`src/rtl/cpu16_pkg.sv`:
```
package cpu16_pkg;
  localparam int INSTR_W = 16;
  localparam int SEL_BIT = 12;

  typedef struct packed {
    logic zero_x;
    logic inv_x;
    logic zero_y;
    logic inv_y;
    logic use_add;
    logic inv_out;
  } alu_ctl_t;

  typedef struct packed {
    logic to_a;
    logic to_d;
    logic to_m;
  } dest_t;

  typedef struct packed {
    logic on_lt;
    logic on_eq;
    logic on_gt;
  } jump_t;
endpackage

```
`src/rtl/cpu16_alu.sv`:
```
module cpu16_alu
  import cpu16_pkg::*;
#(
  parameter int WORD_W = 16
) (
  input  logic [WORD_W-1:0] x_in,
  input  logic [WORD_W-1:0] y_in,
  input  alu_ctl_t          ctl,
  output logic [WORD_W-1:0] result,
  output logic              is_zero,
  output logic              is_neg
);
  logic [WORD_W-1:0] x_pre, y_pre, core;

  always_comb begin
    x_pre = ctl.zero_x ? '0 : x_in;
    if (ctl.inv_x) x_pre = ~x_pre;
    y_pre = ctl.zero_y ? '0 : y_in;
    if (ctl.inv_y) y_pre = ~y_pre;
    core = ctl.use_add ? (x_pre + y_pre) : (x_pre & y_pre);
    result = ctl.inv_out ? ~core : core;
  end

  assign is_zero = (result == '0);
  assign is_neg  = result[WORD_W-1];
endmodule

```
`src/rtl/cpu16_decode.sv`:
```
module cpu16_decode
  import cpu16_pkg::*;
#(
  parameter int WORD_W = 16
) (
  input  logic [WORD_W-1:0] instr,
  output logic              is_compute,
  output logic              y_from_mem,
  output alu_ctl_t          ctl,
  output dest_t             dest,
  output jump_t             jmp
);
  logic unused_prefix;
  assign unused_prefix = ^instr[WORD_W-2:SEL_BIT+1];

  assign is_compute = instr[WORD_W-1];
  assign y_from_mem = instr[SEL_BIT];
  assign ctl        = alu_ctl_t'(instr[11:6]);
  assign dest       = is_compute ? dest_t'(instr[5:3]) : '0;
  assign jmp        = is_compute ? jump_t'(instr[2:0]) : '0;
endmodule

```
`src/rtl/cpu16_pc.sv`:
```
module cpu16_pc #(
  parameter int PC_W = 15
) (
  input  logic            clk,
  input  logic            rst,
  input  logic            load,
  input  logic            inc,
  input  logic [PC_W-1:0] din,
  output logic [PC_W-1:0] q
);
  always_ff @(posedge clk) begin
    if (rst)       q <= '0;
    else if (load) q <= din;
    else if (inc)  q <= q + 1'b1;
  end

  // reset dominates
  a_r9_pc_reset: assert property (@(posedge clk) rst |=> q == '0);
  // a load takes the target value
  a_r9_pc_load: assert property (@(posedge clk) disable iff (rst)
    load |=> q == $past(din));
  // increment when no load
  a_r9_pc_inc: assert property (@(posedge clk) disable iff (rst)
    (!load && inc) |=> q == $past(q) + 1'b1);
endmodule

```
`src/rtl/cpu16_core.sv`:
```
module cpu16_core
  import cpu16_pkg::*;
#(
  parameter int WORD_W = 16
) (
  input  logic              clk,
  input  logic              rst,
  input  logic [WORD_W-1:0] instr,
  input  logic [WORD_W-1:0] mem_rdata,
  output logic [WORD_W-1:0] mem_wdata,
  output logic              mem_we,
  output logic [WORD_W-2:0] mem_addr,
  output logic [WORD_W-2:0] pc_o
);
  localparam int ADDR_W = WORD_W - 1;

  logic [WORD_W-1:0] a_reg, d_reg, y_op, alu_out;
  logic              is_compute, y_from_mem, res_zero, res_neg, take;
  alu_ctl_t          ctl;
  dest_t             dest;
  jump_t             jmp;

  cpu16_decode #(.WORD_W(WORD_W)) u_dec (
    .instr(instr), .is_compute(is_compute), .y_from_mem(y_from_mem),
    .ctl(ctl), .dest(dest), .jmp(jmp)
  );

  assign y_op = y_from_mem ? mem_rdata : a_reg;

  cpu16_alu #(.WORD_W(WORD_W)) u_alu (
    .x_in(d_reg), .y_in(y_op), .ctl(ctl),
    .result(alu_out), .is_zero(res_zero), .is_neg(res_neg)
  );

  assign take = (jmp.on_lt & res_neg) | (jmp.on_eq & res_zero) |
                (jmp.on_gt & ~res_neg & ~res_zero);

  always_ff @(posedge clk) begin
    if (rst)              a_reg <= '0;
    else if (!is_compute) a_reg <= {1'b0, instr[ADDR_W-1:0]};
    else if (dest.to_a)   a_reg <= alu_out;
  end

  always_ff @(posedge clk) begin
    if (rst)            d_reg <= '0;
    else if (dest.to_d) d_reg <= alu_out;
  end

  cpu16_pc #(.PC_W(ADDR_W)) u_pc (
    .clk(clk), .rst(rst), .load(take), .inc(1'b1),
    .din(a_reg[ADDR_W-1:0]), .q(pc_o)
  );

  assign mem_addr  = a_reg[ADDR_W-1:0];
  assign mem_wdata = alu_out;
  assign mem_we    = dest.to_m;

  // constant load reaches A
  a_r2_const_to_a: assert property (@(posedge clk) disable iff (rst)
    !instr[WORD_W-1] |=> mem_addr == $past(instr[ADDR_W-1:0]));
  // constant load never writes memory
  a_r2_no_write: assert property (@(posedge clk) disable iff (rst)
    !instr[WORD_W-1] |-> !mem_we);
  // constant load leaves D alone
  a_r2_d_hold: assert property (@(posedge clk) disable iff (rst)
    !instr[WORD_W-1] |=> d_reg == $past(d_reg));
  // jump field 111 always branches to old A
  a_r8_always_jump: assert property (@(posedge clk) disable iff (rst)
    (instr[WORD_W-1] && instr[2:0] == 3'b111) |=> pc_o == $past(mem_addr));
  // jump field 000 never branches
  a_r8_never_jump: assert property (@(posedge clk) disable iff (rst)
    (instr[WORD_W-1] && instr[2:0] == 3'b000) |=> pc_o == $past(pc_o) + 1'b1);
endmodule

```
`config.mk`:
```
export PLATFORM = sky130hd
export DESIGN_NAME = cpu16_core
export DESIGN_NICKNAME = d
export VERILOG_FILES = /design/src/rtl/cpu16_pkg.sv /design/src/rtl/cpu16_alu.sv /design/src/rtl/cpu16_decode.sv /design/src/rtl/cpu16_pc.sv /design/src/rtl/cpu16_core.sv
export SDC_FILE = /design/constraint.sdc
export NUM_CORES = 1
export LEC_CHECK = 0
export BUFFER_PORTS_ARGS = -buffer_cell sky130_fd_sc_hd__buf_2
export CAP_MARGIN = 10
export CORE_AREA = 2 2 95 97
export CTS_CLUSTER_SIZE = 28
export DETAILED_ROUTE_END_ITERATION = 6
export DIE_AREA = 0 0 97 99
export PLACE_DENSITY = 0.8
export SLEW_MARGIN = 20
export SYNTH_ARGS = -nofsm -noshare
export SYNTH_HDL_FRONTEND = slang
export SYNTH_SLANG_ARGS = --single-unit
```
`constraint.sdc`:
```
create_clock -name clk -period 4.6 [get_ports clk]
set_input_delay 0.23 -clock clk [delete_from_list [all_inputs] [get_ports clk]]
set_output_delay 0.23 -clock clk [all_outputs]
set_load 0.02 [all_outputs]
```
### Yosys cells after proc, flatten, opt, wreduce, memory -nomap -nowiden

Index checks and enable logic that the tools add are counted.

* register bits: 47
* input bits: 34
* output and inout port bits: 47
* word-level logic and storage cells: 34

* add/sub/neg operators: 2
* eq/ne operators: 1
* multiplexer cells: 12
* bitwise operators: 13
* reductions and logical operators: 2

Operators with widths (count)
* $mux 16: 7
* $not 16->16: 3
* $mux 15: 3
* $add 16x16->16: 1
* $and 16x16->16: 1
* $logic_not 16->1: 1
* $add 15x1->15 const B: 1
* $mux 3: 2
* $and 1x1->1: 4
* $not 1->1: 3
* $ne 2x1->1 const B: 1
* $or 1x1->1: 2
* $reduce_or 2->1: 1

### Logic depth before layout (Yosys ltp)

* word-level depth: 13
* gate-level depth with buffers: 19
* gate-level depth less buffers: 17

### By module

Synthesis repeated with hierarchy kept, for this count alone.

* cells, all modules: 546
* area total of the unflattened synthesis: 4484.3 um^2

Modules (own cells, without submodules)
* cpu16_alu: times used 1, cells an instance 271, area each 1930.6 um^2, seq. area each 0.0 um^2
* cpu16_core: times used 1, cells an instance 157, area each 1592.8 um^2, seq. area each 640.6 um^2
* cpu16_pc: times used 1, cells an instance 104, area each 863.3 um^2, seq. area each 300.3 um^2
* cpu16_decode: times used 1, cells an instance 14, area each 97.6 um^2, seq. area each 0.0 um^2

### Worst setup path before layout

OpenSTA, ideal clock, no wires.

* path kind: in2reg
* from: input port instr[12]
* to: register u_pc.q[0]
* setup time: 0.121 ns
* arrival time: 4.664 ns
* required time: 4.479 ns
* path slack: -0.185 ns
* stages: 17
* path buffers: 4
* path through: clkbuf_1 clkbuf_1 mux2i_1 nor2_1 xor2_1 ha_1 clkbuf_1 or2_2 a21boi_0 o21bai_1 mux2_4 or3_4 a2111oi_4 a41oi_2 a221oi_4 buf_8 mux2_4

* cells in the longest elaborated chain, start to end: 13
* elaborated cells between the ends (all ways): 19
* those cells by class: add/sub: 1; mux: 6; bitwise: 11; reduce/logical: 1

RTL lines
* start, declared: RTL line cpu16_core.sv:8 `input logic [WORD_W-1:0] instr,`
* $mux 16 *: RTL line cpu16_core.sv:28 `assign y_op = y_from_mem ? mem_rdata : a_reg;`
* $mux 16 *: RTL line cpu16_alu.sv:18 `y_pre = ctl.zero_y ? '0 : y_in;`
* $not 16->16: RTL line cpu16_alu.sv:19 `if (ctl.inv_y) y_pre = ~y_pre;`
* $mux 16 *: RTL line cpu16_alu.sv:19
* $add 16x16->16 or $and 16x16->16 (tied branches): RTL line cpu16_alu.sv:20 `core = ctl.use_add ? (x_pre + y_pre) : (x_pre & y_pre);`
* $mux 16 *: RTL line cpu16_alu.sv:20
* $not 16->16: RTL line cpu16_alu.sv:21 `result = ctl.inv_out ? ~core : core;`
* $mux 16 *: RTL line cpu16_alu.sv:21
* $logic_not 16->1 or $not 1->1 (tied branches): RTL line cpu16_alu.sv:24, cpu16_core.sv:36
* $and 1x1->1 (tied with other cells): RTL line cpu16_core.sv:35 `assign take = (jmp.on_lt & res_neg) | (jmp.on_eq & res_zero) |`
* $or 1x1->1 or $and 1x1->1 (tied branches): RTL line cpu16_core.sv:35, cpu16_core.sv:36
* $or 1x1->1 *: RTL line cpu16_core.sv:35
* $mux 15 *: RTL line cpu16_pc.sv:13 `else if (load) q <= din;`
* end signal, assigned: RTL line cpu16_pc.sv:13
* end signal, assigned: RTL line cpu16_pc.sv:14 `else if (inc) q <= q + 1'b1;`
* end, declared: RTL line cpu16_pc.sv:9 `output logic [PC_W-1:0] q`

Mark *: on every way between the ends. The rest lies on a longest branch, timed or not.
A chain may end at the register's enable or synchronous reset.

### Worst setup path in the final report

* from: register a_reg[0]
* to: register u_pc.q[6]

* cells in the longest elaborated chain, start to end: 13
* elaborated cells between the ends (all ways): 19
* those cells by class: add/sub: 1; mux: 6; bitwise: 11; reduce/logical: 1

RTL lines
* start, declared: RTL line cpu16_core.sv:17 `logic [WORD_W-1:0] a_reg, d_reg, y_op, alu_out;`
* start signal, assigned: RTL line cpu16_core.sv:40 `else if (!is_compute) a_reg <= {1'b0, instr[ADDR_W-1:0]};`
* start signal, assigned: RTL line cpu16_core.sv:41 `else if (dest.to_a) a_reg <= alu_out;`
* $mux 16 *: RTL line cpu16_core.sv:28
* $mux 16 *: RTL line cpu16_alu.sv:18
* $not 16->16: RTL line cpu16_alu.sv:19
* $mux 16 *: RTL line cpu16_alu.sv:19
* $add 16x16->16 or $and 16x16->16 (tied branches): RTL line cpu16_alu.sv:20
* $mux 16 *: RTL line cpu16_alu.sv:20
* $not 16->16: RTL line cpu16_alu.sv:21
* $mux 16 *: RTL line cpu16_alu.sv:21
* $logic_not 16->1 or $not 1->1 (tied branches): RTL line cpu16_alu.sv:24, cpu16_core.sv:36
* $and 1x1->1 (tied with other cells): RTL line cpu16_core.sv:35
* $or 1x1->1 or $and 1x1->1 (tied branches): RTL line cpu16_core.sv:35, cpu16_core.sv:36
* $or 1x1->1 *: RTL line cpu16_core.sv:35
* $mux 15 *: RTL line cpu16_pc.sv:13

Marked as above.

==> results by group <==
CTS
  – Clock Tree Root: clkbuf_8
  – CTS max path bufs: 2
  – H-tree depth: 2
  – TritonCTS clock tree: built
  – Clk slew on worst S/H paths: 0.09 ns
  – Hold_buf cts: 0
  – Clk sinks: 47
  – Clk Latency, worst-skew pair: 0.31 ns
  – Number of CTS-inserted buffers: 5

Worst setup path
  – Kind of critical path: flop to flop
  – Stages on the worst setup path: 17
  – CP max-delay cell: a2111oi_4
  – Top delay family on crit path: compound AO/OA/AOI/OAI gates
  – Worst reg2reg path startpoint: a_reg[0]
  – R2R depth: 17
  – CP Capture Type: flop
  – CP endpoint: u_pc.q[6]
  – Worst setup SP type: flop
  – Data arrival, critical path: 4.61 ns
  – Largest stage delay on the critical path: 0.42 ns
  – Cell breakdown of the critical path: mux2i_1 > nor2_1 > xor2_1 > ha_2 > inv_1 > fa_1 > and2b_2 > o31ai_4 > a21oi_2 > o21bai_1 > mux2_4 > or3_4 > a2111oi_4 > a41oi_2 > a221oi_4 > buf_12 > mux2_2
  – Worst path required time: 4.80 ns
  – Worst Path Buf+Inv: 2
  – CP Launch Point: a_reg[0]
  – Crit-path max FO: 15
  – Flop-to-flop setup slack: 0.20 ns
  – Worst reg2reg endpoint: u_pc.q[6]

Synth
  – Cells after synthesis: 544
  – Post-synth EDFFs: 0
  – Synth Flop Type: dfxtp_1
  – Synthesized Nets: 596
  – Async SR Flop Fraction: 0%
  – Sequential share of the synthesized area: 21.78%
  – Count of different cell masters after synthesis: 64
  – #FFs+latches synth: 47
  – Synth Warn #: 0
  – Syn_area_per_cell: 7.942 µm²
  – Mapped Area: 4320 µm²

GRT
  – Number of global-route vias before repair: 3728
  – Met3 global-route usage: 3.333%
  – Total Routing Usage GR: 22.63%
  – Largest net degree at the start of global routing: 63
  – GR Util met2: 37.77%
  – First-pass GRT wire length: 18140 µm
  – Antenna violations before repair: 0
  – Grt met1 use: 30.49%
  – Remaining global-route overflow: 0
  – GR peak layer: met2

Drt
  – Initial drt markers: 276
  – Antenna Nets Post-Route: 0
  – Vias per cell: 5.673
  – WL per Instance: 15.66 µm
  – Drt first pass iters: 6
  – DR vias: 3994
  – DR DRC count: 0
  – Drt total wl: 11020 µm

Power and ir drop
  – PD cells: 320.4 nW/µm²
  – Lkg Pwr: 2.152 nW
  – Peak VDD IR: 0.0001324 V

Timing
  – Min Tclk post-route: 4.404 ns
  – Final TNS setup: 0 ns
  – Clk_skew: 0.006562 ns
  – RSZ-0062 raised after global routing: false
  – Tcrit/Tclk final: 95.74%
  – Final setup fails: 0
  – Slew Viols, Final: 0
  – Slew @ Worst Pin: 0.8413 ns
  – Fmax: 0.2271 GHz
  – Fin. Hold Viols: 0
  – Relative slew slack: 43.92%
  – Worst setup margin: 0.1958 ns

Die
  – Die W: 97 µm
  – Initial Util: 50.53%
  – Die area: 9603 µm²
  – Die height: 99 µm
  – Core Region: 8551 µm²
  – Rows: 34
  – # IOs: 81

Worst hold path
  – Tightest Hold Check Type: primary input to flop

Placed design
  – Buffers on Ports: 80
  – Routability congestion estimate from global placement: 0.9478
  – DP HPWL: 8308 µm
  – Post-placement worst setup slack: 0.06390 ns

Cells and area
  – Fillers: 767
  – Antenna cells: 0
  – Fraction of layout cells with a size suffix above 1: 22.65%
  – Synth-to-Final Area Change: 12.13%
  – Post-layout nets: 647

Run status
  – Status: finished, final reports clean

Job
  – Max-Cap Viols: 0
[cells in the final DEF (no fill, tap or decap), drive strengths merged, types with 8 or more instances in the layout]
master,Yosys,final
and3,8,8
a211oi,18,18
dfxtp,47,47
xnor2,36,36
nand2,39,39
xor2,24,24
buf,25,95
nor2b,19,19
nand3,11,11
nor2,70,70
ha,17,17
mux2i,33,33
a21oi,37,37
inv,19,19
nor3,10,10
nand2b,19,19
mux2,16,16
[tightest hold or removal path, cell delays in order]
cell	delay (ns)
buf_2	0.09
nor2_1	0.08
a211oi_1	0.05
[how the worst min path moves through the flow]
| stage | startpoint | to | slack [ns] | depth (start not counted) |
|---|---|---|---|---|
| after floorplan | instr[1] | a_reg[1] | 0.37 | 2 |
| after CTS | instr[13] | a_reg[13] | 0.18 | 3 |
| final | instr[13] | a_reg[13] | 0.19 | 3 |
| after detailed placement | d_reg[14] | d_reg[14] | 0.45 | 2 |
| after global routing | instr[13] | a_reg[13] | 0.21 | 3 |
| after global placement | d_reg[5] | d_reg[5] | 0.44 | 2 |
[per-layer routing]
metal  wire (µm)  vias up
li1            -     1971
met1        4987     1873
met2        5200      130
met3         604       20
met4         231        0
met5           0        -
[cell usage after synthesis (2+ instances only)]
master,n,area [µm²]
and3_1,8,50.05
buf_2,3,15.01
mux2_2,6,67.56
mux2_4,10,150.1
and2_1,5,31.28
a21o_1,3,22.52
clkbuf_1,26,97.59
nor3b_1,4,30.03
a211o_1,3,26.28
buf_4,16,120.1
dfxtp_1,47,940.9
o221ai_1,2,17.52
nand2_1,39,146.4
o211ai_1,2,15.01
xnor2_1,36,315.3
o21ai_0,7,35.03
a211oi_1,17,127.6
o2111ai_1,3,26.28
a2111o_1,2,22.52
nand4b_1,2,17.52
mux2i_1,33,330.3
and4b_1,3,30.03
a21oi_1,36,180.2
o21a_1,3,22.52
buf_1,5,18.77
ha_1,17,212.7
inv_1,19,71.32
or3_1,4,25.02
xor2_1,24,210.2
nand3_1,11,55.05
nor2b_1,19,118.9
nor3_1,10,50.05
nand2b_1,19,118.9
nor2_1,70,262.8
[power breakdown]
part           internal (W)  switching, W
sequential         0.000444     0.0000322
clock              0.000123      0.000154
combinational      0.000322      0.000477
total              0.000889      0.000663
[cell type report]
class / count / area, µm² / share of cell area, %
multi-input combinational: 427 / 3070 / 63.38
sequential: 47 / 940.9 / 19.42
timing repair buffer: 95 / 528.0 / 10.90
tap: 108 / 135.1 / 2.789
clock buffer: 6 / 82.58 / 1.705
inverter: 19 / 71.32 / 1.472
clock inverter: 2 / 16.27 / 0.3357
[per-stage QoR]
| step | power, W | instances | utilization (%) | area (µm²) | hold slack (ns) |
|---|---|---|---|---|---|
| 4_1_cts | 0.001536 | 704 | 56.29 | 4813 | 0.1848 |
| 5_1_grt | 0.001647 | 704 | 56.66 | 4845 | 0.2084 |
| 3_5_place_dp | 0.001262 | 696 | 55.14 | 4715 | 0.4525 |
| 6_report | 0.001552 | 704 | 56.66 | 4845 | 0.1867 |
| 3_3_place_gp | 0.001241 | 696 | 55.14 | 4715 | 0.4430 |
| 2_1_floorplan | 0.001059 | 544 | - | 4323 | 0.3739 |
[timing repair]
action,4_1_cts,5_1_grt
gates resized for setup,0,6
setup buffers,0,0
setup endpoints to repair,0,15
[kinds of logic (layout without fill, tap and decap cells)]
| group | after synthesis | in the layout | share of synthesized area, % |
|---|---|---|---|
| fa+ha+maj | 18 | 18 | 5.387 |
| compound gates | 96 | 96 | 16.60 |
| xor+xnor | 60 | 60 | 12.16 |
| mux | 49 | 49 | 12.68 |
| flops | 47 | 47 | 21.78 |
| buf+inv | 70 | 122 | 7.819 |
| simple gates | 204 | 204 | 23.57 |
Power figures use the tool's default switching activity.
